**src/rtl/nrr_pkg.sv**
```systemverilog
package nrr_pkg;
  localparam int ADDR_W     = 5;
  localparam int NIB_W      = 4;
  localparam int ANS_W      = NIB_W + 1;
  localparam int FIELD_W    = 2 * NIB_W;
  localparam int NUM_FIELDS = 6;   // sec, min, hour, day, month, year
  localparam int WDAY_W     = 3;

  localparam logic [ADDR_W-1:0] REG_STATUS     = ADDR_W'(1);
  localparam logic [ADDR_W-1:0] REG_FIELD_BASE = ADDR_W'(2);
  localparam logic [ADDR_W-1:0] REG_WEEKDAY    = ADDR_W'(14);
  localparam logic [ADDR_W-1:0] REG_LOOPBACK   = ADDR_W'(15);
  localparam logic [ANS_W-1:0]  LOOPBACK_ANS   = {1'b0, {NIB_W{1'b1}}};

  typedef logic [FIELD_W-1:0] field_t;

  typedef struct packed {
    logic [NIB_W-1:0]             status;
    field_t [NUM_FIELDS-1:0]      fld;
    logic [WDAY_W-1:0]            wday;
  } snap_t;

  function automatic logic odd_fill(input logic [NIB_W-1:0] nib);
    return ~(^nib);
  endfunction
endpackage

```
**src/rtl/nrr_snapshot.sv**
```systemverilog
module nrr_snapshot
  import nrr_pkg::*;
(
  input  logic              clk,
  input  logic              rst_n,
  input  logic [ADDR_W-1:0] reg_sel,
  input  snap_t             snap_in,
  output logic [ADDR_W-1:0] addr_q,
  output snap_t             snap_q,
  output logic              change
);
  logic [ADDR_W-1:0] addr_d;
  snap_t             snap_d;

  always_comb begin
    change = (reg_sel != addr_q);
    addr_d = addr_q;
    snap_d = snap_q;
    if (change) begin
      addr_d = reg_sel;
      snap_d = snap_in;
    end
  end

  always_ff @(posedge clk or negedge rst_n) begin
    if (!rst_n) begin
      addr_q <= '0;
      snap_q <= '0;
    end else begin
      addr_q <= addr_d;
      snap_q <= snap_d;
    end
  end
endmodule

```
**src/rtl/nrr_delay_timer.sv**
```systemverilog
module nrr_delay_timer #(
  parameter int RESP_DELAY = 16
) (
  input  logic clk,
  input  logic rst_n,
  input  logic start,
  output logic busy,
  output logic fire
);
  localparam int CNT_W = (RESP_DELAY > 1) ? $clog2(RESP_DELAY) : 1;
  localparam logic [CNT_W-1:0] LOAD_VAL = CNT_W'(RESP_DELAY - 1);

  logic [CNT_W-1:0] cnt_q, cnt_d;
  logic             pend_q, pend_d;

  always_comb begin
    cnt_d  = cnt_q;
    pend_d = pend_q;
    fire   = pend_q && (cnt_q == '0) && !start;
    if (start) begin
      pend_d = 1'b1;
      cnt_d  = LOAD_VAL;
    end else if (pend_q) begin
      if (cnt_q == '0) pend_d = 1'b0;
      else             cnt_d  = cnt_q - 1'b1;
    end
  end

  always_ff @(posedge clk or negedge rst_n) begin
    if (!rst_n) begin
      cnt_q  <= '0;
      pend_q <= 1'b0;
    end else begin
      cnt_q  <= cnt_d;
      pend_q <= pend_d;
    end
  end

  assign busy = pend_q;
endmodule

```
**src/rtl/nrr_nibble_mux.sv**
```systemverilog
module nrr_nibble_mux
  import nrr_pkg::*;
(
  input  logic [ADDR_W-1:0] addr,
  input  snap_t             snap,
  output logic [ANS_W-1:0]  ans
);
  localparam int NUM_NIBS = 2 * NUM_FIELDS;

  logic [NIB_W-1:0] nibs [NUM_NIBS];

  for (genvar g = 0; g < NUM_FIELDS; g++) begin : g_split
    assign nibs[2*g]   = snap.fld[g][NIB_W-1:0];
    assign nibs[2*g+1] = snap.fld[g][FIELD_W-1:NIB_W];
  end

  logic [NIB_W-1:0] data;
  logic             protect;

  always_comb begin
    data    = '0;
    protect = 1'b0;
    if (addr == REG_STATUS) begin
      data    = snap.status;
      protect = 1'b1;
    end else if (addr == REG_WEEKDAY) begin
      data    = NIB_W'(snap.wday);
      protect = 1'b1;
    end
    for (int k = 0; k < NUM_NIBS; k++) begin
      if (addr == REG_FIELD_BASE + ADDR_W'(k)) begin
        data    = nibs[k];
        protect = 1'b1;
      end
    end
  end

  always_comb begin
    if (protect)                   ans = {odd_fill(data), data};
    else if (addr == REG_LOOPBACK) ans = LOOPBACK_ANS;
    else                           ans = '0;
  end
endmodule

```
**src/rtl/nibble_reg_responder.sv**
```systemverilog
module nibble_reg_responder
  import nrr_pkg::*;
#(
  parameter int RESP_DELAY = 16
) (
  input  logic         clk,
  input  logic         rst_n,
  input  logic [4:0]   reg_sel,
  input  logic [3:0]   status_in,
  input  logic [7:0]   sec_in,
  input  logic [7:0]   min_in,
  input  logic [7:0]   hour_in,
  input  logic [7:0]   day_in,
  input  logic [7:0]   month_in,
  input  logic [7:0]   year_in,
  input  logic [2:0]   wday_in,
  output logic [4:0]   answer
);
  snap_t             snap_in, snap_q;
  logic [ADDR_W-1:0] addr_q;
  logic              change, busy, fire;
  logic [ANS_W-1:0]  mux_ans, ans_q, ans_d;

  always_comb begin
    snap_in.status = status_in;
    snap_in.fld[0] = sec_in;
    snap_in.fld[1] = min_in;
    snap_in.fld[2] = hour_in;
    snap_in.fld[3] = day_in;
    snap_in.fld[4] = month_in;
    snap_in.fld[5] = year_in;
    snap_in.wday   = wday_in;
  end

  nrr_snapshot u_snap (
    .clk     (clk),
    .rst_n   (rst_n),
    .reg_sel (reg_sel),
    .snap_in (snap_in),
    .addr_q  (addr_q),
    .snap_q  (snap_q),
    .change  (change)
  );

  nrr_delay_timer #(.RESP_DELAY(RESP_DELAY)) u_timer (
    .clk   (clk),
    .rst_n (rst_n),
    .start (change),
    .busy  (busy),
    .fire  (fire)
  );

  nrr_nibble_mux u_mux (
    .addr (addr_q),
    .snap (snap_q),
    .ans  (mux_ans)
  );

  always_comb begin
    ans_d = ans_q;
    if (fire) ans_d = mux_ans;
  end

  always_ff @(posedge clk or negedge rst_n) begin
    if (!rst_n) ans_q <= '0;
    else        ans_q <= ans_d;
  end

  assign answer = ans_q;
endmodule

```
**config.mk**
```make
export PLATFORM = sky130hd
export DESIGN_NAME = nibble_reg_responder
export DESIGN_NICKNAME = d
export VERILOG_FILES = /design/src/rtl/nrr_pkg.sv /design/src/rtl/nrr_snapshot.sv /design/src/rtl/nrr_delay_timer.sv /design/src/rtl/nrr_nibble_mux.sv /design/src/rtl/nibble_reg_responder.sv
export SDC_FILE = /design/constraint.sdc
export NUM_CORES = 1
export LEC_CHECK = 0
export ABC_AREA = 1
export ABC_CLOCK_PERIOD_IN_PS = 1800
export BUFFER_PORTS_ARGS = -buffer_cell sky130_fd_sc_hd__buf_2
export CAP_MARGIN = 20
export CORE_ASPECT_RATIO = 1.2
export CORE_MARGIN = 10
export CORE_UTILIZATION = 36
export CTS_CLUSTER_SIZE = 25
export DETAILED_ROUTE_END_ITERATION = 10
export GPL_ROUTABILITY_DRIVEN = 1
export GPL_TIMING_DRIVEN = 0
export PLACE_DENSITY = 0.55
export SETUP_SLACK_MARGIN = 0.1
export SLEW_MARGIN = 30
export SYNTH_ARGS = -nofsm -noshare
export SYNTH_HDL_FRONTEND = slang
export SYNTH_SLANG_ARGS = --single-unit
export TNS_END_PERCENT = 50
```
**constraint.sdc**
```tcl
create_clock -name clk -period 1.8 [get_ports clk]
set_input_delay 0.36 -clock clk [delete_from_list [all_inputs] [get_ports clk]]
set_output_delay 0.36 -clock clk [all_outputs]
set_load 0.05 [all_outputs]
```
======== After elaboration in Yosys (flattened, before gate mapping) ========
Cells that the tools add are included.
storage, ports and cells
  register bits after elaboration ......... 70
  output and inout bits ................... 5
  word-level logic and storage cells ...... 74
cells by class
  $add $sub $neg .......................... 1
  equality and inequality tests ........... 17
  multiplexer cells ....................... 36
  bitwise logic cells ..................... 1
  reductions and logical operators ........ 7
operators by type and width
  operator               number
  $mux W4                17
  $eq A5 B4 Y1 const B   8
  $eq A5 B3 Y1 const B   4
  $mux W1                17
  $eq A5 B2 Y1 const B   2
  $eq A5 B1 Y1 const B   1
  $mux W5                1
  $ne A5 B5 Y1           1
  $logic_not A4 Y1       1
  $reduce_xor A4 Y1      1
  $sub A4 B1 Y4 const B  1
  $mux W3                1
  $logic_and A1 B1 Y1    2
  $ne A2 B1 Y1 const B   1
  $reduce_and A2 Y1      1
  $reduce_bool A2 Y1     1
  $logic_not A1 Y1       1
  $not A1 Y1             1

======== Longest topological paths before layout ========
  word-level depth ........................ 18
  depth in mapped cells ................... 19
  mapped depth without buffers ............ 18

======== By module ========
From an unflattened synthesis, not the netlist that was laid out.
second synthesis, totals
  cell total of the unflattened synthesis .. 501
  area, all modules ....................... 3759.9 um2
modules (own cells, without submodules)
  module                instances  cells each  area an instance (um2)
  nrr_snapshot          1          277         2551.2
  nrr_nibble_mux        1          168         750.7
  nrr_delay_timer       1          35          272.8
  nibble_reg_responder  1          21          185.2

======== Worst setup path before layout ========
Ideal clock, no wire load.
  kind .................................... register to register
  start ................................... reg u_snap.addr_q[1]
  end ..................................... reg ans_q[4], in the netlist answer[4]
  arrival time ............................ 1.649 ns
  data required time ...................... 1.682 ns
  setup slack ............................. 0.034 ns
  cell stages (with the launch flop) ...... 16
  path buffers ............................ 1
  period minus slack after synthesis ...... 1.766 ns
  cell sequence ........................... dfrtp_1 -> buf_6 -> nor2_1 -> nand2_1 -> nor2_1 -> inv_2 -> nand2_2 -> a21oi_1 -> nand4_1 -> nand2_1 -> inv_1 -> nand2_1 -> nand2_1 -> nand3_1 -> nand3_1 -> nand2_1
between the ends
  longest elaborated chain between the ends .. 18
  elaborated cells between the ends (all ways) .. 48
  classes of those cells .................. eq/ne (15); mux (29); bitwise (1); reduce/logical (3)
ends and longest elaborated chain
  element                 RTL line                    source
  start, declared         nrr_snapshot.sv:8           output logic [ADDR_W-1:0] addr_q,
  start signal, assigned  nrr_snapshot.sv:30          addr_q <= addr_d;
  $eq A5 B4 Y1            nrr_nibble_mux.sv:26        end else if (addr == REG_WEEKDAY) begin
  $mux W3                 nrr_nibble_mux.sv:26
  $mux W4                 nrr_nibble_mux.sv:23        if (addr == REG_STATUS) begin
  $mux W4 (12 in a row)   nrr_nibble_mux.sv:31        if (addr == REG_FIELD_BASE + ADDR_W'(k)) begin
  $reduce_xor A4 Y1       nrr_pkg.sv:24               return ~(^nib);
  $not A1 Y1              nrr_pkg.sv:24
  $mux W5                 nrr_nibble_mux.sv:39        if (protect) ans = {odd_fill(data), data};
  end signal, assigned    nibble_reg_responder.sv:66  else ans_q <= ans_d;
  end, declared           nibble_reg_responder.sv:22  logic [ANS_W-1:0] mux_ans, ans_q, ans_d;
Parallel ways exist; a longest one is shown, timed or not.
A chain may end at the register's enable or synchronous reset.

======== Worst setup path in the final report ========
  start ................................... reg u_snap.addr_q[3]
  end ..................................... reg ans_q[4], in the netlist answer[4]
Same word-level chain as after synthesis.

==> results by group <==
Die
  • Die area: 14000 µm²
  • Core footprint: 9470 µm²
  • Height of the die: between 100 and 150 µm
  • # rows: 39
  • DIE WIDTH: approximately 110 µm
  • Ports: between 60 and 70
  • Initial core utilization: between 30% and 40%

Setup path
  • CP cell instances: buf_4 > nor2_2 > inv_1 > nor2_4 > nand2_1 > nand4_1 > nand2_1 > nand2_1 > nand2_1 > nand3_2 > nand2_2 > nand2_2 > nand2_2 > nand2_1 > nand2_1 > nand3_1 > nand2_1
  • CP max stage delay: roughly 0.47 ns
  • CP bufs+invs: 2
  • Most numerous cell on the critical path: nand2_1
  • Reg-to-reg startpoint: u_snap.addr_q[3]
  • Worst Reg-to-Reg Cells: 17
  • WP data required: approximately 2 ns
  • Critical Path End Type: flop
  • Critical path type: flop to flop
  • CP Max Fanout: 5
  • Crit path DAT: between 2 and 2.5 ns
  • Startpoint types: flop
  • FF-to-FF End: answer[4]
  • Worst R2R Setup Slack: -0.18 ns
  • Crit-path leading delay family: simple AND/OR/NAND/NOR gates
  • CP max stage cell: dfrtp_2

STA
  • Fmax: 506 MHz
  • Post-layout min period: around 2.0 ns
  • Slew margin rel.: between 70% and 80%
  • Least-Margin Pin Slew: approximately 0.44 ns
  • Final Skew: ~0.006 ns
  • # setup viols final: 7
  • Final hold violation count: 0
  • RSZ-0062 raised after global routing: true
  • Final period util: 110%
  • Slew Viols, Final: 0
  • Final Worst Setup Slack: -0.178 ns

Min path
  • Worst Hold Class: input pin to flop
  • Worst Hold Launch: year_in[4]
  • Min-Delay Endpoint: u_snap.snap_q[47]
  • Hold Crit Depth: 3

Clocking
  • # clock sinks: 70
  • CTS tree: done
  • Root buffer cell: clkbuf_16
  • H-tree lvl count: 3
  • Clk buf depth: 2
  • CTS Buf Count: 9
  • Clock transition at the registers of the reported paths: about 0.050 ns
  • Worst skew pair latency: 0.34 ns

Drt
  • Routed Antenna Nets: 0
  • Metal1 wirelength: 4360 µm
  • Met3 WL post-DR: between 400 and 500 µm
  • Met2 wire len: 5060 µm
  • DR iter-0 viols: 92
  • Vias post-DR: between 3000 and 4000
  • Routed len/inst: 14.5 µm
  • Vias per Instance: around 4.7
  • Drt total wl: 9990 µm
  • DRC: 0
  • Top sig layer: met4
  • DR pass1 iterations: 6

Cells and area
  • Commonest non-fill, non-tap cell in the layout: nand2_1
  • Nets: 626
  • Non-Filler Cell Area, Final: ~5000 µm²
  • Layout cells sized above 1: 39.4%
  • Cell Count, Final, Fillers Out: just under 700
  • Most frequent cells in the layout: 167 x nand2_1, 66 x dfrtp_1, 65 x buf_2, 39 x nand2_2, 31 x inv_1
  • # diodes: 0
  • Layout area overhead: 44.2%

Placement
  • Placer Congestion: between 0.8 and 0.9
  • I/O Buffers: between 60 and 70
  • Placed instance area: 3990 µm²
  • Placed cells: approximately 640
  • Post-DP HPWL: between 7000 and 8000 µm

Logic synthesis
  • Post-synthesis sequential area ratio: between 50% and 60%
  • Yosys reg bits: 70
  • Synth top area cells: dfrtp_1 51%, nand2_1 22%, inv_1 3.7%
  • Post-synth EDFFs: 0
  • Netlist cell types: 31
  • Main flop type after synthesis: dfrtp_1
  • Synth Net Count: between 500 and 600
  • Post-synth top area share: around half
  • Syn Inst Count: between 400 and 500
  • Post-synth design cell area: approximately 3500 µm²
  • Post-synth top area cell: dfrtp_1
  • Synth Warn #: 0
  • Synthesized area per cell: between 7 and 8 µm²
  • Async set or reset register ratio after synthesis: 100%

Pwr
  • Post-route total power: roughly 3.9 mW
  • IR drop worst, VDD: 0.000462 V
  • Power Density: around 780 nW/µm²
  • Leakage power: roughly 2.5 nW

Run status
  • Failing checks: negative setup slack
  • Outcome: finished, violations left

Global routing
  • Grt ovf: 0
  • First-pass GRT wire length: about 16000 µm
  • Number of global-route vias before repair: 3438
  • Initial antenna violation count: 0
  • Largest net degree at the start of global routing: between 40 and 50
  • GRT Total Usage: approximately 15%

Flow run
  • MaxCap Viol Count: 0
## routing by layer
metal | vias up | track usage, %
li1 | 1636 | -
met1 | 1544 | 18.1
met2 | 56 | 23.8
met3 | 9 | 4.98
met4 | 0 | 5.37
met5 | - | 0
## worst max-delay path by stage
stage | from | endpoint | slack [ns] | depth (start not counted)
after floorplan | u_snap.addr_q[1] | answer[4] | 0.10 | 17
after global placement | u_snap.addr_q[2] | u_timer.cnt_q[1] | -0.34 | 6
after detailed placement | u_snap.addr_q[2] | answer[1] | -0.34 | 7
after CTS | u_snap.addr_q[4] | answer[4] | -0.12 | 18
after global routing | u_snap.addr_q[0] | answer[4] | -0.36 | 18
final | u_snap.addr_q[3] | answer[4] | -0.18 | 17
## cell type report
| cell class | instances | area [µm²] |
|---|---|---|
| plain buffers | 17 | 179 |
| flip-flops and latches | 70 | 1760 |
| repair buffers | 98 | 689 |
| inverters | 47 | 194 |
| clock buffers | 15 | 258 |
| clock inverters | 1 | 5.00 |
| fillers | 950 | 4470 |
| multi-input cells | 320 | 1760 |
| well taps | 123 | 154 |
## logic make-up after synthesis
kind of cell	count (synthesis)	synth area share (%)
AOI/OAI and AO/OA	37	5.85
xor gates and xnor gates	5	1.26
adders and majority gates	1	0.361
buffers and inverters	64	7.15
DFF	70	50.5
and+or+nand+nor	277	34.8
## synthesized netlist by cell type (2+ instances only)
library cell	instances
xor2_1	4
nand4_1	7
o21ai_1	2
nand3_2	5
nor2_2	8
nor2_4	3
o211ai_1	4
nand2_2	4
buf_1	6
dfrtp_1	70
inv_2	12
nor3_1	3
a21oi_1	8
o21ai_0	18
nand2_1	206
clkbuf_1	10
nand3b_1	2
nand3_1	18
inv_1	34
nor2_1	16
o22ai_1	4
## stage by stage
step / setup TNS (ns) / util [%] / worst slack (ns) / hold slack [ns]
final: -0.437 / 52.8 / -0.178 / 0.224
after detailed placement: -10.38 / 42.1 / -0.342 / 0.327
after global placement: -14.19 / 41.9 / -0.339 / 0.458
after floorplan: 0 / - / 0.101 / 0.0644
after global routing: -2.49 / 52.8 / -0.364 / 0.227
after CTS: -0.433 / 48.5 / -0.118 / 0.211
## where the power goes
part	total (mW)	leakage (nW)	internal, mW	switching [mW]
combinational	0.557	1.57	0.252	0.306
clock	1.58	0.128	0.969	0.612
sequential	1.74	0.811	1.67	0.0645
total	3.88	2.51	2.89	0.982
## worst min-delay path: cells and delay by family
family / cells / cell delay (ns)
and+or+nand+nor: 2 / 0.09
buffers and inverters: 1 / 0.07
## registers in the layout, summed over array words and instances (netlist names)
name and count:
u_timer.cnt_q 4, u_snap.snap_q 55, u_snap.addr_q 5, u_timer.busy 1, answer 5
## repair_timing
item                       4_1_cts  5_1_grt
setup endpoints to repair       62       65
hold buffers                     1        0
buffers inserted                18        8
resized for setup               55      106
hold endpoints to repair        29        0
pin swaps                       16       27
gates cloned                     0        4
Power figures use the tool's default switching activity.
